--- src/rtl/ilv_pkg.sv ---
package ilv_pkg;
  // Width of a pointer that counts 0 .. n-1 (never below one bit).
  function automatic int ilv_ptr_w(input int n);
    return (n < 2) ? 1 : $clog2(n);
  endfunction
endpackage

--- src/rtl/ilv_steer.sv ---
module ilv_steer #(
  parameter int NWAY = 4,
  localparam int PW = ilv_pkg::ilv_ptr_w(NWAY)
) (
  input  logic            clk,
  input  logic            rst,
  output logic [PW-1:0]   ptr,
  output logic [NWAY-1:0] load_sel
);
  localparam logic [PW-1:0] LAST = PW'(NWAY - 1);

  always_ff @(posedge clk) begin
    if (rst) ptr <= '0;
    else if (ptr == LAST) ptr <= '0;
    else ptr <= ptr + PW'(1);
  end

  for (genvar k = 0; k < NWAY; k++) begin : g_dec
    assign load_sel[k] = (ptr == PW'(k));
  end

  AST_PTR_STEP: assert property (@(posedge clk) disable iff (rst)
    (ptr != LAST) |=> (ptr == $past(ptr) + PW'(1)));
  AST_PTR_WRAP: assert property (@(posedge clk) disable iff (rst)
    (ptr == LAST) |=> (ptr == '0));
  AST_ONE_LOAD: assert property (@(posedge clk) disable iff (rst)
    $onehot(load_sel));
endmodule

--- src/rtl/ilv_muladd.sv ---
module ilv_muladd #(
  parameter int          IN_W  = 16,
  parameter int          OUT_W = 32,
  parameter int unsigned MUL_K = 40503,
  parameter int unsigned ADD_K = 12345
) (
  input  logic [IN_W-1:0]  opnd,
  output logic [OUT_W-1:0] res
);
  // Slow path: allowed NWAY clock periods to settle.
  always_comb res = OUT_W'(OUT_W'(opnd) * OUT_W'(MUL_K)) + OUT_W'(ADD_K);
endmodule

--- src/rtl/ilv_lane.sv ---
module ilv_lane #(
  parameter int          IN_W  = 16,
  parameter int          OUT_W = 32,
  parameter int unsigned MUL_K = 40503,
  parameter int unsigned ADD_K = 12345
) (
  input  logic             clk,
  input  logic             rst,
  input  logic             load,
  input  logic             in_valid,
  input  logic [IN_W-1:0]  in_data,
  output logic             lane_valid,
  output logic [OUT_W-1:0] lane_res
);
  logic [IN_W-1:0] opnd;

  // Valid bit is rewritten on every turn of this lane.
  always_ff @(posedge clk) begin
    if (rst) lane_valid <= 1'b0;
    else if (load) lane_valid <= in_valid;
  end

  // Operand register: no reset, loads only on a valid sample for this lane.
  always_ff @(posedge clk) begin
    if (load && in_valid) opnd <= in_data;
  end

  ilv_muladd #(.IN_W(IN_W), .OUT_W(OUT_W), .MUL_K(MUL_K), .ADD_K(ADD_K)) u_elem (
    .opnd (opnd),
    .res  (lane_res)
  );

  AST_OPND_HOLD: assert property (@(posedge clk) disable iff (rst)
    !load |=> $stable(opnd));
  AST_VALID_HOLD: assert property (@(posedge clk) disable iff (rst)
    !load |=> $stable(lane_valid));
endmodule

--- src/rtl/rr_interleaver.sv ---
module rr_interleaver #(
  parameter int          NWAY  = 4,
  parameter int          IN_W  = 16,
  parameter int          OUT_W = 32,
  parameter int unsigned MUL_K = 40503,
  parameter int unsigned ADD_K = 12345
) (
  input  logic             clk,
  input  logic             rst,
  input  logic             in_valid,
  input  logic [IN_W-1:0]  in_data,
  output logic             out_valid,
  output logic [OUT_W-1:0] out_data
);
  localparam int PW = ilv_pkg::ilv_ptr_w(NWAY);

  logic [PW-1:0]    ptr;
  logic [NWAY-1:0]  load_sel;
  logic [NWAY-1:0]  lane_vld;
  logic [OUT_W-1:0] lane_res [NWAY];

  ilv_steer #(.NWAY(NWAY)) u_steer (
    .clk      (clk),
    .rst      (rst),
    .ptr      (ptr),
    .load_sel (load_sel)
  );

  for (genvar k = 0; k < NWAY; k++) begin : g_lane
    ilv_lane #(.IN_W(IN_W), .OUT_W(OUT_W), .MUL_K(MUL_K), .ADD_K(ADD_K)) u_lane (
      .clk        (clk),
      .rst        (rst),
      .load       (load_sel[k]),
      .in_valid   (in_valid),
      .in_data    (in_data),
      .lane_valid (lane_vld[k]),
      .lane_res   (lane_res[k])
    );
  end

  // The lane being reloaded this edge is the one loaded NWAY edges ago:
  // capture its settled result before the new operand replaces it.
  logic             due_vld;
  logic [OUT_W-1:0] due_res;
  always_comb begin
    due_vld = lane_vld[ptr];
    due_res = lane_res[ptr];
  end

  always_ff @(posedge clk) begin
    if (rst) begin
      out_valid <= 1'b0;
      out_data  <= '0;
    end else begin
      out_valid <= due_vld;
      if (due_vld) out_data <= due_res;
    end
  end

  // Shadow delay line of accepted valids, used only by the latency check.
  logic [NWAY-1:0] vshadow;
  always_ff @(posedge clk) begin
    if (rst) vshadow <= '0;
    else begin
      vshadow[0] <= in_valid;
      for (int i = 1; i < NWAY; i++) vshadow[i] <= vshadow[i-1];
    end
  end

  AST_VALID_LATENCY: assert property (@(posedge clk) disable iff (rst)
    vshadow[NWAY-1] |=> out_valid);
  AST_NO_SPURIOUS: assert property (@(posedge clk) disable iff (rst)
    !vshadow[NWAY-1] |=> !out_valid);
  AST_RESET_CLEAR: assert property (@(posedge clk) disable iff (rst)
    $past(rst) |-> (!out_valid && out_data == '0));
  AST_DATA_HOLD: assert property (@(posedge clk) disable iff (rst)
    !out_valid |-> $stable(out_data));
endmodule

--- config.mk ---
export PLATFORM = sky130hd
export DESIGN_NAME = rr_interleaver
export DESIGN_NICKNAME = d
export VERILOG_FILES = /design/src/rtl/ilv_pkg.sv /design/src/rtl/ilv_steer.sv /design/src/rtl/ilv_muladd.sv /design/src/rtl/ilv_lane.sv /design/src/rtl/rr_interleaver.sv
export SDC_FILE = /design/constraint.sdc
export NUM_CORES = 2
export LEC_CHECK = 0
export ABC_AREA = 1
export BUFFER_PORTS_ARGS = -buffer_cell sky130_fd_sc_hd__buf_2
export CORE_UTILIZATION = 35
export CTS_BUF_LIST = sky130_fd_sc_hd__clkbuf_4
export DETAILED_ROUTE_END_ITERATION = 8
export SYNTH_ARGS = -nofsm -noshare
export SYNTH_HDL_FRONTEND = slang
export SYNTH_HIERARCHICAL = 1
export SYNTH_SLANG_ARGS = --single-unit
export TNS_END_PERCENT = 30
--- constraint.sdc ---
create_clock -name clk -period 5.5 [get_ports clk]
set_input_delay 0.55 -clock clk [delete_from_list [all_inputs] [get_ports clk]]
set_output_delay 0.55 -clock clk [all_outputs]
set_load 0.005 [all_outputs]
Yosys cells after proc, flatten, opt, wreduce, memory -nomap -nowiden
Cells that the tools add are included.
{"block": "classes", "addsub": 5, "n_mul": 4, "magnitude_cmp": 2, "eq_ne": 3, "muxes": 5, "bitwise": 1, "reduce_logical": 6}
{"cell": "$add 32x14->32 const B", "count": 4}
{"cell": "$mul 16x16->32 const B", "count": 4}
{"cell": "$bmux 32 s2", "count": 1}
{"cell": "$mux 32", "count": 2}
{"cell": "$eq 2x2->1 const B", "count": 2}
{"cell": "$logic_and 1x1->1", "count": 4}
{"cell": "$ge 3x3->1 const B", "count": 1}
{"cell": "$lt 2x3->1 const B", "count": 1}
{"cell": "$not 2->3", "count": 1}
{"cell": "$add 2x1->2 const B", "count": 1}
{"cell": "$bmux 1 s2", "count": 1}
{"cell": "$eq 2x1->1 const B", "count": 1}
{"cell": "$logic_not 2->1", "count": 1}
{"cell": "$reduce_or 2->1", "count": 1}
{"cell": "$mux 1", "count": 1}
{"block": "totals", "regBits": 103}

Longest topological paths before layout
{"block": "logic_depth", "word_depth": 5, "mapped_depth": 30, "mapped_depth_nobuf": 29}

By module
Netlist, hierarchy kept.
{"module": "ilv_muladd (g_lane[1].u_lane.u_elem)", "n_inst": 1, "cells_each": 843, "area_per_inst_um2": 6376.1}
{"module": "ilv_muladd (g_lane[2].u_lane.u_elem)", "n_inst": 1, "cells_each": 840, "area_per_inst_um2": 6371.1}
{"module": "ilv_muladd (g_lane[3].u_lane.u_elem)", "n_inst": 1, "cells_each": 840, "area_per_inst_um2": 6343.6}
{"module": "ilv_muladd (g_lane[0].u_lane.u_elem)", "n_inst": 1, "cells_each": 842, "area_per_inst_um2": 6339.8}
{"module": "rr_interleaver", "n_inst": 1, "cells_each": 491, "area_per_inst_um2": 2616.3}
{"module": "ilv_lane", "n_inst": 4, "cells_each": 22, "area_per_inst_um2": 524.3}
{"module": "ilv_steer", "n_inst": 1, "cells_each": 14, "area_per_inst_um2": 120.1}

Worst setup path before layout
OpenSTA, ideal clock, no wires.
{"block": "synth_timing", "kind": "reg-to-reg", "start": "register g_lane[0].u_lane.opnd[11]", "end": "register out_data[24]", "setup_ns": 0.112, "arrival_time_ns": 4.914, "required_ns": 5.388, "path_slack_ns": 0.474, "path_stages_with_launch": 27, "path_buffers": 0, "synth_period_minus_slack_ns": 5.026, "path_cell_list": "edfxtp_1 ha_1 inv_1 fa_1 fa_1 inv_1 fa_1 fa_1 inv_1 fa_1 inv_1 ha_1 nand2_1 inv_1 nand2_1 nand2_1 o21bai_2 nand2_1 nand3_1 nand2_1 nand2_1 nand2_1 nand2_1 nand2_1 o21ai_0 nor2_1 nor2_1"}
{"element": "start: declaration", "line": "ilv_lane.sv:15", "text": "logic [IN_W-1:0] opnd;"}
{"element": "start signal: assignment", "line": "ilv_lane.sv:25", "text": "if (load && in_valid) opnd <= in_data;"}
{"element": "end signal: assignment", "line": "rr_interleaver.sv:56", "text": "if (due_vld) out_data <= due_res;"}
{"element": "end: declaration", "line": "rr_interleaver.sv:13", "text": "output logic [OUT_W-1:0] out_data"}

==> metrics.txt <==
area growth from synthesis to layout=12.75%; HPWL Detailed=74800 um; top-count cell post-synth=inv_1; Placer Congestion=0.9533; GRT Total Usage=20.19%; post-synthesis cell count=3958; Worst Hold Margin=0.2240 ns; TritonCTS clock tree=done; placed inst area=0.03297 mm^2; Critical Path RT=6.10 ns; # hold bufs at CTS=0; Yosys Warn Count=6; worst-margin pin slew=0.9030 ns; vias in the first global route=24260; final instance area=0.03412 mm^2; Crit Reg-Reg Endpoint=out_data[30]; Avg Cell Area, Syn=7.646 um^2; Synth top area share=25.40%; largest net degree at the start of global routing=52; Critical path origin=g_lane[0].u_lane/opnd[5]; drc violations=0; num ports=52; Slew headroom=39.73%; Commonest cells post-synth=inv_1 (1060), nand2_1 (1008), ha_1 (584), fa_1 (384), nor2_1 (213); fraction of registers with async set/reset=0%; initial antenna violation count=16; max-cap violation count=0; top achievable clock speed=187.2 MHz; cells on worst reg2reg path=25; worst r2r src=g_lane[0].u_lane/opnd[5]; worst min-delay path class=input port to register; clock latency on the worst-skew pair=0.65 ns; R2R setup slack=0.16 ns; depth of the CTS H-tree=3; Final Hold Fails=0; Synth Cell Area=0.03026 mm^2; final setup vio count=0; largest area contributor in the netlist=fa_1; port bufs=51; Seq/Total Area, Yosys=8.930%; Wirelength per Cell=16.03 um; Die Area=0.08765 mm^2; clock transition at the registers of the reported paths=0.23 ns; setup ws final=0.1573 ns; CP Launch Type=register; status=finished clean; Die Span Y=296.1 um; DIE WIDTH=296.1 um; layout cell share with drive strength beyond 1=11.79%; Core ar.=0.08541 mm^2; CP Max Fanout=4; min Tclk post-route=5.343 ns; Post-Route WL=85510 um; Post-synth EDFFs=64; dpl ws=0.002091 ns; First-pass DRT Iterations=6; first-pass GRT wire length=135400 um; CP Class=register to register; fin crit share=97.14%; Critical Path End Type=register; clock skew=0.02428 ns; clk sinks=103; Layout Nets=5172; root buffer cell=clkbuf_4; total gr overflow=0; total CTS buffers=9; max-slew violations=0; RSZ-0062 raised after global routing=true; Syn Nets=4945; starting density of the core=35.43%; Worst setup endpoint=out_data[30]; Initial DRC Count=1591; DRT antenna net count=0; maximum clock path buffer count=2; Synth area leaders=fa_1 (25%), ha_1 (24%), inv_1 (13%); Synth Flop Type=edfxtp_1; DR vias=24390; Unique masters post-synth=37; Critical Path AT=5.94 ns; DR vias/cell=4.572; number of synthesized register bits=103; floorplan row count=107
==> repair_timing <==
action	4_1_cts	5_1_grt
setup endpoints to repair	4	21
setup buffers	6	35
pin swaps	1	29
resized for setup	3	149
==> sequential cells by signal, indices dropped and copies added, names as in the netlist <==
name,cells
g_lane.u_lane/opnd,64
out_data,32
g_lane.u_lane/lane_valid,4
u_steer/ptr,2
out_valid,1
==> critical path: stages, from the launching register on <==
cell and delay (ns):
edfxtp_1 0.55, buf_6 0.17, fa_1 0.53, ha_2 0.27, fa_1 0.56, fa_2 0.48
fa_1 0.56, inv_1 0.06, fa_1 0.53, inv_1 0.06, ha_4 0.24, nand2_4 0.09
inv_1 0.04, nand2_1 0.08, nand2_1 0.05, nand2_1 0.05, nand2_1 0.09, a21oi_2 0.16
nand3_1 0.09, nand2_1 0.07, inv_1 0.03, nand2_1 0.08, nand3_1 0.14, nand2_1 0.12
nand2_1 0.05, a21oi_1 0.12
==> metal layers <==
layer	vias up	track usage [%]	part of all wire, %	wire (um)
met3	61	2.308	6.2	5306
met2	541	32.03	44	37340
met4	4	2.804	1.4	1213
met1	11490	29.87	49	41630
met5	-	0	0.026	22
li1	12300	-	-	-
==> cell type report <==
class,count,area [um^2]
fillers,8988,51290
multi-input cells,2744,23930
inverters,1077,4043
flip-flops and latches,103,2704
repair buffers,250,1856
well taps,1144,1431
clock inverters,7,90.09
clock buffers,9,67.56
diodes,1,2.502
==> per-stage QoR <==
step / TNS (ns) / std cells / utilization, %
after global placement: 0 / 5277 / 38.60
after CTS: -0.05508 / 5299 / 38.86
after floorplan: 0 / 3958 / -
after global routing: -0.3317 / 5334 / 39.95
final: 0 / 5335 / 39.95
after detailed placement: 0 / 5277 / 38.60
==> cell families (layout without fill, tap and decap cells) <==
kind of cell / count (synthesis) / count (layout) / share of synthesized area, %
flops: 103 / 103 / 8.930
buf+inv: 1111 / 1343 / 14.15
fa+ha+maj: 968 / 968 / 49.55
xor+xnor: 112 / 112 / 3.241
other cells: 0 / 1 / 0
simple gates: 1459 / 1459 / 20.00
compound gates: 205 / 205 / 4.134
==> how the worst min path moves through the flow <==
stage | startpoint | endpoint | slack [ns] | cells past startpoint
finish | in_valid | g_lane[2].u_lane/lane_valid | 0.22 | 3
global route | in_valid | g_lane[2].u_lane/lane_valid | 0.19 | 3
CTS | in_valid | g_lane[2].u_lane/lane_valid | 0.15 | 3
detailed placement | out_data[3] | out_data[3] | 0.46 | 2
global placement | out_data[3] | out_data[3] | 0.45 | 2
floorplan | g_lane[0].u_lane/lane_valid | g_lane[0].u_lane/lane_valid | 0.44 | 2
==> cells in the final DEF (no fill, tap or decap), drive strengths merged <==
master       n
a21o        24
a21oi      106
and2         4
buf        250
clkbuf       9
clkinv       7
clkinvlp     1
dfxtp       39
diode        1
edfxtp      64
fa         384
ha         584
inv       1076
nand2     1048
nand3      139
nand4       20
nor2       240
nor3         8
o21ai       40
o21bai      31
o22ai        4
xnor2       20
xor2        92
Power is left out: the tool's default activity adds up to more than one toggle a clock period on the data nets, which glitch-free logic cannot reach.
